`src/rtl/rrw_pkg.sv`:
```
package rrw_pkg;

    localparam logic [3:0] OP_RESET    = 4'h0;
    localparam logic [3:0] OP_CFGSEL   = 4'h1;
    localparam logic [3:0] OP_SAVE_RD  = 4'h2;
    localparam logic [3:0] OP_SAVE_WR  = 4'h3;
    localparam logic [3:0] OP_REST_RD  = 4'h4;
    localparam logic [3:0] OP_REST_WR  = 4'h5;
    localparam logic [3:0] OP_DMADIR   = 4'h6;
    localparam logic [3:0] OP_STATFMT  = 4'h7;
    localparam logic [3:0] OP_INC_RD   = 4'h8;
    localparam logic [3:0] OP_INC_WR   = 4'h9;
    localparam logic [3:0] OP_CLR_WPAR = 4'hA;
    localparam logic [3:0] OP_CLR_RPAR = 4'hB;

    localparam int LANES = 2;
    localparam int LANE_RD = 0;
    localparam int LANE_WR = 1;

    typedef enum logic {
        ST_IDLE,
        ST_EXEC
    } fsm_st_t;

    typedef struct packed {
        logic       reset;
        logic       cfgsel;
        logic [1:0] save;
        logic [1:0] rest;
        logic [1:0] inc;
        logic       dmadir;
        logic       statfmt;
        logic       clr_wpar;
        logic       clr_rpar;
        logic [2:0] operand;
    } cmd_dec_t;

endpackage

```
`src/rtl/rrw_cmd_fsm.sv`:
```
module rrw_cmd_fsm
    import rrw_pkg::*;
#(
    parameter int CMD_W = 16
) (
    input  logic             clk,
    input  logic             rst_n,
    input  logic             hit,
    input  logic [CMD_W-1:0] cmd_in,
    output cmd_dec_t         dec
);

    fsm_st_t    state, state_nxt;
    logic [3:0] op_q;
    logic [2:0] od_q;

    always_comb begin
        state_nxt = state;
        unique case (state)
            ST_IDLE: if (hit) state_nxt = ST_EXEC;
            ST_EXEC: if (!hit) state_nxt = ST_IDLE;
        endcase
    end

    always_ff @(posedge clk or negedge rst_n) begin
        if (!rst_n) begin
            state <= ST_IDLE;
            op_q  <= 4'h0;
            od_q  <= 3'h0;
        end else begin
            state <= state_nxt;
            if (hit) begin
                op_q <= cmd_in[11:8];
                od_q <= cmd_in[2:0];
            end
        end
    end

    always_comb begin
        dec = '0;
        unique case (state)
            ST_IDLE: dec = '0;
            ST_EXEC: begin
                dec.operand = od_q;
                case (op_q)
                    OP_RESET:    dec.reset = 1'b1;
                    OP_CFGSEL:   dec.cfgsel = 1'b1;
                    OP_SAVE_RD:  dec.save[LANE_RD] = 1'b1;
                    OP_SAVE_WR:  dec.save[LANE_WR] = 1'b1;
                    OP_REST_RD:  dec.rest[LANE_RD] = 1'b1;
                    OP_REST_WR:  dec.rest[LANE_WR] = 1'b1;
                    OP_DMADIR:   dec.dmadir = 1'b1;
                    OP_STATFMT:  dec.statfmt = 1'b1;
                    OP_INC_RD:   dec.inc[LANE_RD] = 1'b1;
                    OP_INC_WR:   dec.inc[LANE_WR] = 1'b1;
                    OP_CLR_WPAR: dec.clr_wpar = 1'b1;
                    OP_CLR_RPAR: dec.clr_rpar = 1'b1;
                    default:     dec.operand = 3'h0;
                endcase
            end
        endcase
    end

endmodule

```
`src/rtl/rrw_ptr_unit.sv`:
```
module rrw_ptr_unit #(
    parameter int PTR_W = 10
) (
    input  logic             clk,
    input  logic             rst_n,
    input  logic             clr,
    input  logic             save,
    input  logic             restore,
    input  logic             adv,
    input  logic             inc,
    output logic [PTR_W-1:0] ptr,
    output logic [PTR_W-1:0] shadow
);

    logic [PTR_W-1:0] ptr_nxt, shadow_nxt, step;

    always_comb begin
        step = PTR_W'(adv) + PTR_W'(inc);
        if (clr)          ptr_nxt = '0;
        else if (restore) ptr_nxt = shadow;
        else              ptr_nxt = ptr + step;
        if (clr)          shadow_nxt = '0;
        else if (save)    shadow_nxt = ptr;
        else              shadow_nxt = shadow;
    end

    always_ff @(posedge clk or negedge rst_n) begin
        if (!rst_n) begin
            ptr    <= '0;
            shadow <= '0;
        end else begin
            ptr    <= ptr_nxt;
            shadow <= shadow_nxt;
        end
    end

endmodule

```
`src/rtl/rrw_mode_regs.sv`:
```
module rrw_mode_regs
    import rrw_pkg::*;
(
    input  logic       clk,
    input  logic       rst_n,
    input  cmd_dec_t   dec,
    output logic [2:0] cfg_sel,
    output logic       dma_dir,
    output logic       stat_fmt
);

    always_ff @(posedge clk or negedge rst_n) begin
        if (!rst_n) begin
            cfg_sel  <= 3'h0;
            dma_dir  <= 1'b0;
            stat_fmt <= 1'b0;
        end else begin
            if (dec.cfgsel)  cfg_sel  <= dec.operand;
            if (dec.dmadir)  dma_dir  <= dec.operand[0];
            if (dec.statfmt) stat_fmt <= dec.operand[0];
        end
    end

endmodule

```
`src/rtl/rrw_ptr_ctrl.sv`:
```
module rrw_ptr_ctrl
    import rrw_pkg::*;
#(
    parameter int PTR_W = 10,
    parameter int CMD_W = 16
) (
    input  logic             clk,
    input  logic             rst_n,
    input  logic             a_cs_n,
    input  logic [1:0]       a_addr,
    input  logic             a_wr,
    input  logic [CMD_W-1:0] a_data,
    input  logic             rd_adv,
    input  logic             wr_adv,
    input  logic             reread_n,
    input  logic             rewrite_n,
    input  logic             ld_reread,
    input  logic             ld_rewrite,
    output logic [PTR_W-1:0] rd_ptr,
    output logic [PTR_W-1:0] wr_ptr,
    output logic [PTR_W-1:0] reread_ptr,
    output logic [PTR_W-1:0] rewrite_ptr,
    output logic             clr_wr_par,
    output logic             clr_rd_par,
    output logic             rst_pulse,
    output logic [2:0]       rst_scope,
    output logic [2:0]       cfg_sel,
    output logic             dma_dir,
    output logic             stat_fmt
);

    localparam logic [1:0] CMD_ADDR = 2'b11;

    cmd_dec_t         dec;
    logic             cmd_hit;
    logic [LANES-1:0] l_clr, l_save, l_rest, l_adv;
    logic [PTR_W-1:0] l_ptr [LANES];
    logic [PTR_W-1:0] l_shd [LANES];
    logic             clr_a, restore_a;

    assign cmd_hit = !a_cs_n && a_wr && (a_addr == CMD_ADDR);

    rrw_cmd_fsm #(.CMD_W(CMD_W)) u_fsm (
        .clk    (clk),
        .rst_n  (rst_n),
        .hit    (cmd_hit),
        .cmd_in (a_data),
        .dec    (dec)
    );

    assign l_clr  = {dec.reset & dec.operand[1], dec.reset & dec.operand[0]};
    assign l_save = dec.save | {ld_rewrite, ld_reread};
    assign l_rest = dec.rest | {~rewrite_n, ~reread_n};
    assign l_adv  = {wr_adv, rd_adv};

    assign clr_a     = l_clr[LANE_RD];
    assign restore_a = l_rest[LANE_RD];

    for (genvar g = 0; g < LANES; g++) begin : g_lane
        rrw_ptr_unit #(.PTR_W(PTR_W)) u_ptr (
            .clk     (clk),
            .rst_n   (rst_n),
            .clr     (l_clr[g]),
            .save    (l_save[g]),
            .restore (l_rest[g]),
            .adv     (l_adv[g]),
            .inc     (dec.inc[g]),
            .ptr     (l_ptr[g]),
            .shadow  (l_shd[g])
        );
    end

    assign rd_ptr      = l_ptr[LANE_RD];
    assign wr_ptr      = l_ptr[LANE_WR];
    assign reread_ptr  = l_shd[LANE_RD];
    assign rewrite_ptr = l_shd[LANE_WR];

    rrw_mode_regs u_mode (
        .clk      (clk),
        .rst_n    (rst_n),
        .dec      (dec),
        .cfg_sel  (cfg_sel),
        .dma_dir  (dma_dir),
        .stat_fmt (stat_fmt)
    );

    assign clr_wr_par = dec.clr_wpar;
    assign clr_rd_par = dec.clr_rpar;
    assign rst_pulse  = dec.reset;
    assign rst_scope  = dec.reset ? dec.operand : 3'h0;

endmodule

```
`config.mk`:
```
export PLATFORM = sky130hd
export DESIGN_NAME = rrw_ptr_ctrl
export DESIGN_NICKNAME = d
export VERILOG_FILES = /design/src/rtl/rrw_pkg.sv /design/src/rtl/rrw_cmd_fsm.sv /design/src/rtl/rrw_ptr_unit.sv /design/src/rtl/rrw_mode_regs.sv /design/src/rtl/rrw_ptr_ctrl.sv
export SDC_FILE = /design/constraint.sdc
export NUM_CORES = 1
export LEC_CHECK = 0
export ABC_AREA = 0
export BUFFER_PORTS_ARGS = -buffer_cell sky130_fd_sc_hd__buf_2
export CAP_MARGIN = 20
export CORE_ASPECT_RATIO = 1.75
export CORE_MARGIN = 2
export CORE_UTILIZATION = 51
export DETAILED_ROUTE_END_ITERATION = 12
export PLACE_DENSITY = 0.84
export SLEW_MARGIN = 30
export SYNTH_ARGS = -nofsm -noshare
export SYNTH_HDL_FRONTEND = slang
export SYNTH_HIERARCHICAL = 1
export SYNTH_SLANG_ARGS = --single-unit
```
`constraint.sdc`:
```
create_clock -name clk -period 2.9 [get_ports clk]
set_input_delay 0.58 -clock clk [delete_from_list [all_inputs] [get_ports clk]]
set_output_delay 0.58 -clock clk [all_outputs]
set_load 0.01 [all_outputs]
```
**Yosys cells after proc, flatten, opt, wreduce, memory -nomap -nowiden**

Cells that the tools add are included.

- Register bits: 53
- Word-level logic and storage cells: 64

- $add $sub $neg: 4
- Equal/unequal tests: 12
- Muxes and demuxes: 24
- Bitwise operators: 7
- Reduce and logical (&&, ||, !) cells: 7

Operator list:

| operator | number |
|---|---|
| $mux W10 | 8 |
| $pmux W15 S2 | 1 |
| $add A10 B10 Y10 | 2 |
| $eq A4 B3 Y1 const B | 4 |
| $eq A4 B4 Y1 const B | 4 |
| $mux W1 | 13 |
| $reduce_or A12 Y1 | 1 |
| $eq A4 B2 Y1 const B | 2 |
| $mux W3 | 2 |
| $add A1 B1 Y2 | 2 |
| $eq A4 B1 Y1 const B | 1 |
| $logic_not A4 Y1 | 1 |
| $or A2 B2 Y2 | 2 |
| $reduce_bool A2 Y1 | 2 |
| $not A1 Y1 | 3 |
| $and A1 B1 Y1 | 2 |
| $eq A2 B2 Y1 const B | 1 |
| $logic_and A1 B1 Y1 | 2 |
| $logic_not A1 Y1 | 1 |

**Logic depth before layout (Yosys ltp)**

Gate-level depths: netlist (run 1).

- Depth after elaboration: 8
- Gate-level depth with buffers: 9
- Gate-level depth less buffers: 9

**Modules after synthesis**

Netlist (run 1), hierarchy kept.

Modules (own cells, without submodules):

| module | instances | cells each | area an instance (sq um) | seq. area each (sq um) |
|---|---|---|---|---|
| rrw_ptr_unit | 2 | 99 | 1002.2 | 500.5 |
| rrw_cmd_fsm | 1 | 38 | 406.6 | 200.2 |
| rrw_mode_regs | 1 | 10 | 181.4 | 125.1 |
| rrw_ptr_ctrl | 1 | 9 | 61.3 | 0.0 |

**Least setup slack after synthesis (run 1)**

Ideal clock, no wire load.

- Kind: reg-to-reg
- Start point: register u_fsm.op_q[2]
- End point: register g_lane[0].u_ptr.ptr[8]
- Setup time: 0.099 ns
- Data arrival time: 2.100 ns
- Data required time: 2.801 ns
- Setup slack: 0.700 ns
- Cell stages (with the launch flop): 10
- Buffers on the path: 0
- Period minus slack after synthesis: 2.200 ns
- Cell sequence: dfrtp_1 > nand3b_1 > nor3_1 > inv_1 > fa_1 > inv_1 > ha_1 > nand3_1 > or3_1 > a311oi_1

RTL lines:

| item | line | RTL |
|---|---|---|
| start: declaration | rrw_cmd_fsm.sv:14 | `logic [3:0] op_q;` |
| start signal: assignment | rrw_cmd_fsm.sv:33 | `op_q <= cmd_in[11:8];` |
| end signal: assignment | rrw_ptr_unit.sv:32 | `ptr <= ptr_nxt;` |
| end: declaration | rrw_ptr_unit.sv:11 | `output logic [PTR_W-1:0] ptr,` |

==> impl_metrics.env, run 1 <==
export IMPL_firstDrtPassIters=5
export IMPL_routed_top_layer="met4"
export IMPL_reg2reg_from="u_fsm/op_q[2]"
export IMPL_clock_sinks=53
export IMPL_synth_compound_area_share_pct=7.544
export IMPL_grt_pass1_vias=2067
export IMPL_cts_setup_buffers=0
export IMPL_n_antenna_cell=0
export IMPL_yosysWarningCount=6
export IMPL_setup_viol=0
export IMPL_wirelength_um=5609
export IMPL_status="finished clean"
export IMPL_die_area_sq_mm=0.005819
export IMPL_clk_pin_slew_ps=100
export IMPL_min_period_over_period_pct=86.83
export IMPL_whs_ps=213.7
export IMPL_ant_nets=0
export IMPL_dp_cells=369
export IMPL_hold_path_class="input pin to async pin"
export IMPL_synth_area_mux_share_pct=13.39
export IMPL_via_per_inst=5.573
export IMPL_io_buffers=69
export IMPL_fmax_mhz=397.1
export IMPL_drt_iter0_drc=124
export IMPL_rsz0062_at_grt="no"
export IMPL_vias=2101
export IMPL_path_max_fanout=5
export IMPL_crit_arrival_ps=2710
export IMPL_antenna_found_initial=0
export IMPL_synthXorXnorAreaFrac_pct=1.980
export IMPL_ios=79
export IMPL_syn2layout_area_growth_pct=18.15
export IMPL_core_region_area_sq_mm=0.004977
export IMPL_ctsLongestPathBuffers=2
export IMPL_p_leak_nw=1.496
export IMPL_cts_tree="yes"
export IMPL_row_count=34
export IMPL_startpoint_type="register"
export IMPL_postCtsResizedCells=0
export IMPL_syn_avg_cell_area_sq_um=10.41
export IMPL_tightest_slew_ps=634.4
export IMPL_grt_use_total_pct=21.01
export IMPL_maxSlewHeadroom_pct=57.71
export IMPL_endpoint_kind="register"
export IMPL_syn_area_sq_mm=0.002654
export IMPL_synthSimpleGateAreaFrac_pct=20.60
export IMPL_start_util_pct=53.32
export IMPL_nNetsFinal=354
export IMPL_final_layout_size_suffix_gt1_share_pct=30.34
export IMPL_synthesis_nets=287
export IMPL_r2r_slack_ps=380
export IMPL_ys_flop_type="dfrtp_1"
export IMPL_critPathKind="register to register"
export IMPL_async_reset_ff_share_pct=100.0
export IMPL_wl_per_cell_um=14.88
export IMPL_period_needed_ps=2518
export IMPL_cts_hold_buffers=0
export IMPL_yosys_cell_types_count=35
export IMPL_cts_htree_levels=2
export IMPL_dp_hpwl_um=4189
export IMPL_place_ws_ps=419.3
export IMPL_reg2reg_to="g_lane[0].u_ptr/ptr[8]"
export IMPL_hold_viol=0
export IMPL_overflow=0
export IMPL_synth_top_family_by_area="simple AND/OR/NAND/NOR gates"
export IMPL_grt_pass1_wl_um=9542
export IMPL_synthAdderAreaFrac_pct=2.452
export IMPL_dpl_cell_area_sq_mm=0.003034
export IMPL_layoutNonFillerInstCount=377
export IMPL_ys_ff_latch=53
export IMPL_grt_max_degree=35
export IMPL_fin_setup_tns_ps=0
export IMPL_dr_wl_met3_um=217
export IMPL_yosysTopAreaCell="dfrtp_1"
export IMPL_synthTopCellsByArea="dfrtp_1, mux2i_1, nor2_1, mux2_2, inv_1"
export IMPL_skew_ps=10.73
export IMPL_fin_area_sq_mm=0.003136
export IMPL_place_congestion=0.8419
export IMPL_die_y_um=99.43
export IMPL_syn_inst=255
export IMPL_drv_slew=0
export IMPL_wl_met1_um=2198
export IMPL_max_cap_violations=0
export IMPL_wl_met2_um=3157
export IMPL_yosysSeqAreaShare_pct=49.98
export IMPL_setup_slack_ps=382.0
export IMPL_synth_top_area_share_pct=49.98
export IMPL_cts_root_buf="clkbuf_8"
export IMPL_clock_latency_ps=300
export IMPL_drc=0
export IMPL_synth_edf_count=0
export IMPL_die_width_um=58.53
export IMPL_critPathRequiredTime_ps=3100
export IMPL_power_density_mw_per_mm2=879.6
export IMPL_r2r_cells=9
export IMPL_cts_buffers=5
export IMPL_ir_drop_mv=0.7257
-- cells in the final DEF (no fill, tap or decap), drive strengths merged, types with 4 or more instances in the layout --
| master | instances |
|---|---|
| nand3b | 6 |
| mux2i | 22 |
| a311oi | 6 |
| buf | 72 |
| nor2 | 47 |
| clkbuf | 7 |
| and2 | 6 |
| or3 | 6 |
| dfrtp | 53 |
| and4 | 4 |
| inv | 14 |
| nand2b | 8 |
| nand2 | 7 |
| a21oi | 4 |
| nand3 | 6 |
| xor2 | 6 |
| a211oi | 6 |
| mux2 | 12 |
| o21ai | 8 |
-- synth_stat cells, types with 4 or more instances --
cell and number:
a211oi_1 6, a21oi_1 4, a311oi_1 6, and2_1 6, buf_2 5, clkbuf_1 4
dfrtp_1 53, inv_1 14, mux2_2 12, mux2i_1 22, nand2_1 7, nand2b_1 8
nand3_1 6, nand3b_1 6, nor2_1 47, o21ai_0 8, or3_1 6, xor2_1 6
-- logic make-up (layout without fill, tap and decap cells) --
kind of cell | Yosys count | count (layout)
compound gates | 29 | 29
xor+xnor | 6 | 6
fa+ha+maj | 4 | 4
buf+inv | 26 | 94
flops | 53 | 53
mux | 34 | 34
simple gates | 103 | 103
-- metal layers --
layer | vias up | track usage [%]
met5 | - | 0
met4 | 0 | 5.903
li1 | 1015 | -
met1 | 1026 | 25.80
met3 | 2 | 3.251
met2 | 58 | 37.25
-- cell type report --
class	count	area [sq um]
clock buffer	7	96.34
clock inverter	1	5.005
fill	441	1842
inverter	14	52.55
multi-input combinational	176	1220
sequential	53	1326
tap	54	67.56
timing repair buffer	72	367.9
-- worst max-delay path, cell delays in order, from the launching register on --
cell and delay, ps:
dfrtp_1 420, nand3b_1 250, nor3_1 170, inv_1 80
fa_1 450, inv_1 90, ha_1 250, nand3_1 130
or3_1 330, a311oi_1 260
-- worst max-delay path by stage --
stage                     cells past startpoint          start  slack [ps]                endpoint
after global routing                          9  u_fsm/op_q[2]         210  g_lane[0].u_ptr/ptr[8]
final                                         9  u_fsm/op_q[2]         380  g_lane[0].u_ptr/ptr[8]
after detailed placement                      9  u_fsm/op_q[2]         420  g_lane[0].u_ptr/ptr[8]
after CTS                                     9  u_fsm/op_q[2]         370  g_lane[0].u_ptr/ptr[8]
after global placement                        9  u_fsm/op_q[2]         500  g_lane[0].u_ptr/ptr[8]
after floorplan                               9  u_fsm/op_q[2]         700  g_lane[0].u_ptr/ptr[8]
-- through the flow --
stage               util [%]  total power, mW
finish                 63.00            2.758
global route           63.00            2.981
CTS                    63.00            2.789
detailed placement     60.96            2.339
global placement       60.96            2.285
floorplan                  -            1.893
-- power breakdown --
group	internal, mW	leakage (nW)	total (mW)	switching [mW]
combinational	0.457	0.843	0.963	0.506
sequential	1.02	0.599	1.35	0.335
clock	0.216	0.0542	0.441	0.225
-- registers in the layout (all words and copies together), names as in the netlist --
register / count
g_lane.u_ptr/ptr: 20
g_lane.u_ptr/shadow: 20
u_fsm/op_q: 4
u_fsm/od_q: 3
u_mode/cfg_sel: 3
u_fsm/state: 1
u_mode/dma_dir: 1
u_mode/stat_fmt: 1
Note: power is estimated with default switching activity, not from simulation.
==> run 2, diff against run 1 <==
--- a/config.mk
+++ b/config.mk
@@ -8,9 +8,12 @@
 export ABC_AREA = 0
 export BUFFER_PORTS_ARGS = -buffer_cell sky130_fd_sc_hd__buf_2
 export CAP_MARGIN = 20
+export CELL_PAD_IN_SITES_DETAIL_PLACEMENT = 1
+export CELL_PAD_IN_SITES_GLOBAL_PLACEMENT = 1
 export CORE_ASPECT_RATIO = 1.75
 export CORE_MARGIN = 2
-export CORE_UTILIZATION = 51
+export CORE_UTILIZATION = 39
+export CTS_BUF_LIST = sky130_fd_sc_hd__clkbuf_4 sky130_fd_sc_hd__clkbuf_8 sky130_fd_sc_hd__clkbuf_16
 export DETAILED_ROUTE_END_ITERATION = 12
 export PLACE_DENSITY = 0.84
 export SLEW_MARGIN = 30
==> run 2 against run 1 <==
Final cell count up 7.4%. Register-to-register slack better by 40 ps. Total power up 12%. Clock skew down 4.3 ps. Fmax up 1.5%. Die area up 29%.
==> impl_metrics.env, run 2 (synthesis results as in run 1) <==
export IMPL_die_width_um=66.36
export IMPL_drc=0
export IMPL_cts_buffers=5
export IMPL_reg2reg_to="g_lane[0].u_ptr/ptr[8]"
export IMPL_reg2reg_from="u_fsm/op_q[2]"
export IMPL_setup_viol=0
export IMPL_final_layout_size_suffix_gt1_share_pct=30.34
export IMPL_n_fill_cell=776
export IMPL_tightest_slew_ps=687.3
export IMPL_skew_ps=6.440
export IMPL_r2r_cells=9
export IMPL_antenna_found_initial=0
export IMPL_fin_setup_tns_ps=0
export IMPL_wirelength_um=6444
export IMPL_hold_viol=0
export IMPL_cts_htree_levels=2
export IMPL_p_leak_nw=1.535
export IMPL_grt_use_total_pct=18.70
export IMPL_grt_pass1_vias=2232
export IMPL_maxSlewHeadroom_pct=54.18
export IMPL_endpoint_kind="register"
export IMPL_overflow=0
export IMPL_rsz0062_at_grt="no"
export IMPL_grt_max_degree=54
export IMPL_power_mw=3.100
export IMPL_ios=79
export IMPL_nNetsFinal=354
export IMPL_max_cap_violations=0
export IMPL_syn2layout_area_growth_pct=22.82
export IMPL_crit_arrival_ps=2680
export IMPL_hold_path_class="input pin to async pin"
export IMPL_period_needed_ps=2481
export IMPL_start_util_pct=40.59
export IMPL_clk_pin_slew_ps=70
export IMPL_status="finished clean"
export IMPL_critPathKind="register to register"
export IMPL_die_y_um=113.1
export IMPL_vias=2135
export IMPL_ctsLongestPathBuffers=2
export IMPL_n_antenna_cell=0
export IMPL_via_per_inst=5.272
export IMPL_clock_latency_ps=290
export IMPL_core_region_area_sq_mm=0.006539
export IMPL_ir_drop_mv=0.5387
export IMPL_power_density_mw_per_mm2=951.2
export IMPL_row_count=39
export IMPL_firstDrtPassIters=4
export IMPL_cts_setup_buffers=0
export IMPL_reg_top3="g_lane.u_ptr/ptr (20), g_lane.u_ptr/shadow (20), u_fsm/op_q (4)"
export IMPL_startpoint_type="register"
export IMPL_cp_endpoint="g_lane[0].u_ptr/ptr[8]"
export IMPL_critPathRequiredTime_ps=3100
export IMPL_die_area_sq_mm=0.007506
export IMPL_min_period_over_period_pct=85.55
export IMPL_clock_sinks=53
export IMPL_io_buffers=69
export IMPL_grt_pass1_wl_um=10940
export IMPL_cts_root_buf="clkbuf_16"
export IMPL_dp_hpwl_um=4700
export IMPL_drv_slew=0
export IMPL_ant_nets=0
export IMPL_cts_hold_buffers=0
export IMPL_wl_per_cell_um=15.91
export IMPL_path_max_fanout=5
export IMPL_place_congestion=0.7385
export IMPL_final_cell_mix="buf_2, dfrtp_1, nor2_1, mux2i_1, inv_1"
export IMPL_layout_commonest_cell="buf_2"
export IMPL_final_core_util_pct=49.85
export IMPL_crit_start="u_fsm/op_q[2]"
export IMPL_fmax_mhz=403.1
export IMPL_cts_tree="yes"
export IMPL_drt_iter0_drc=81
export IMPL_r2r_slack_ps=420
export IMPL_postCtsResizedCells=0
## run 2: cell types whose count changed in the layout (fill, tap and decap cells not counted)
| cell | delta |
|---|---|
| clkbuf_16 | +5 |
| clkbuf_8 | -7 |
| bufinv_16 | +2 |
## run 2: worst min path at each step
stage | startpoint | to | slack, ps | cells past startpoint
2_1_floorplan | rst_n | g_lane[0].u_ptr/ptr[0] | 280 | 0
3_3_place_gp | u_fsm/od_q[2] | u_fsm/od_q[2] | 480 | 1
3_5_place_dp | u_fsm/od_q[1] | u_fsm/od_q[1] | 490 | 1
4_1_cts | rst_n | g_lane[1].u_ptr/ptr[7] | 440 | 2
5_1_grt | rst_n | g_lane[1].u_ptr/ptr[7] | 470 | 2
6_report | rst_n | g_lane[1].u_ptr/ptr[7] | 420 | 2
## run 2: layout make-up
cell class | count | area (sq um) | area share, %
Sequential cell | 53 | 1326 | 40.69
Multi-Input combinational cell | 176 | 1220 | 37.43
Timing Repair Buffer | 72 | 367.9 | 11.29
Clock buffer | 5 | 125.1 | 3.839
Tap cell | 82 | 102.6 | 3.148
Clock inverter | 3 | 65.06 | 1.996
Inverter | 14 | 52.55 | 1.612
## run 2: critical path: stages (launching register included)
cell and delay, ps:
dfrtp_1 410, nand3b_1 240, nor3_1 190, inv_1 80, fa_1 450, inv_1 90
ha_1 250, nand3_1 110, or3_1 310, a311oi_1 250
## run 2: metrics by stage
step           setup slack (ps)  std cells  cell area, sq um  hold slack, ps
3_5_place_dp              408.4        397              3069           489.4
3_3_place_gp              466.4        397              3069           481.4
6_report                  419.0        405              3259           415.7
4_1_cts                   398.3        405              3259           441.3
2_1_floorplan             700.5        255              2654           284.4
5_1_grt                   121.8        405              3259           467.0
## run 2: metal layers
metal	track usage, %	up-vias	wire, um
met5	0	-	0
met4	6.531	0	103
met3	2.883	8	247
met2	32.67	57	3449
met1	22.86	1055	2644
li1	-	1015	-
## run 2: where the power goes
part | internal [mW] | leakage, nW | total (mW) | switching [mW]
registers | 1.02 | 0.599 | 1.36 | 0.341
logic | 0.458 | 0.843 | 0.981 | 0.524
clock network | 0.493 | 0.0938 | 0.757 | 0.264
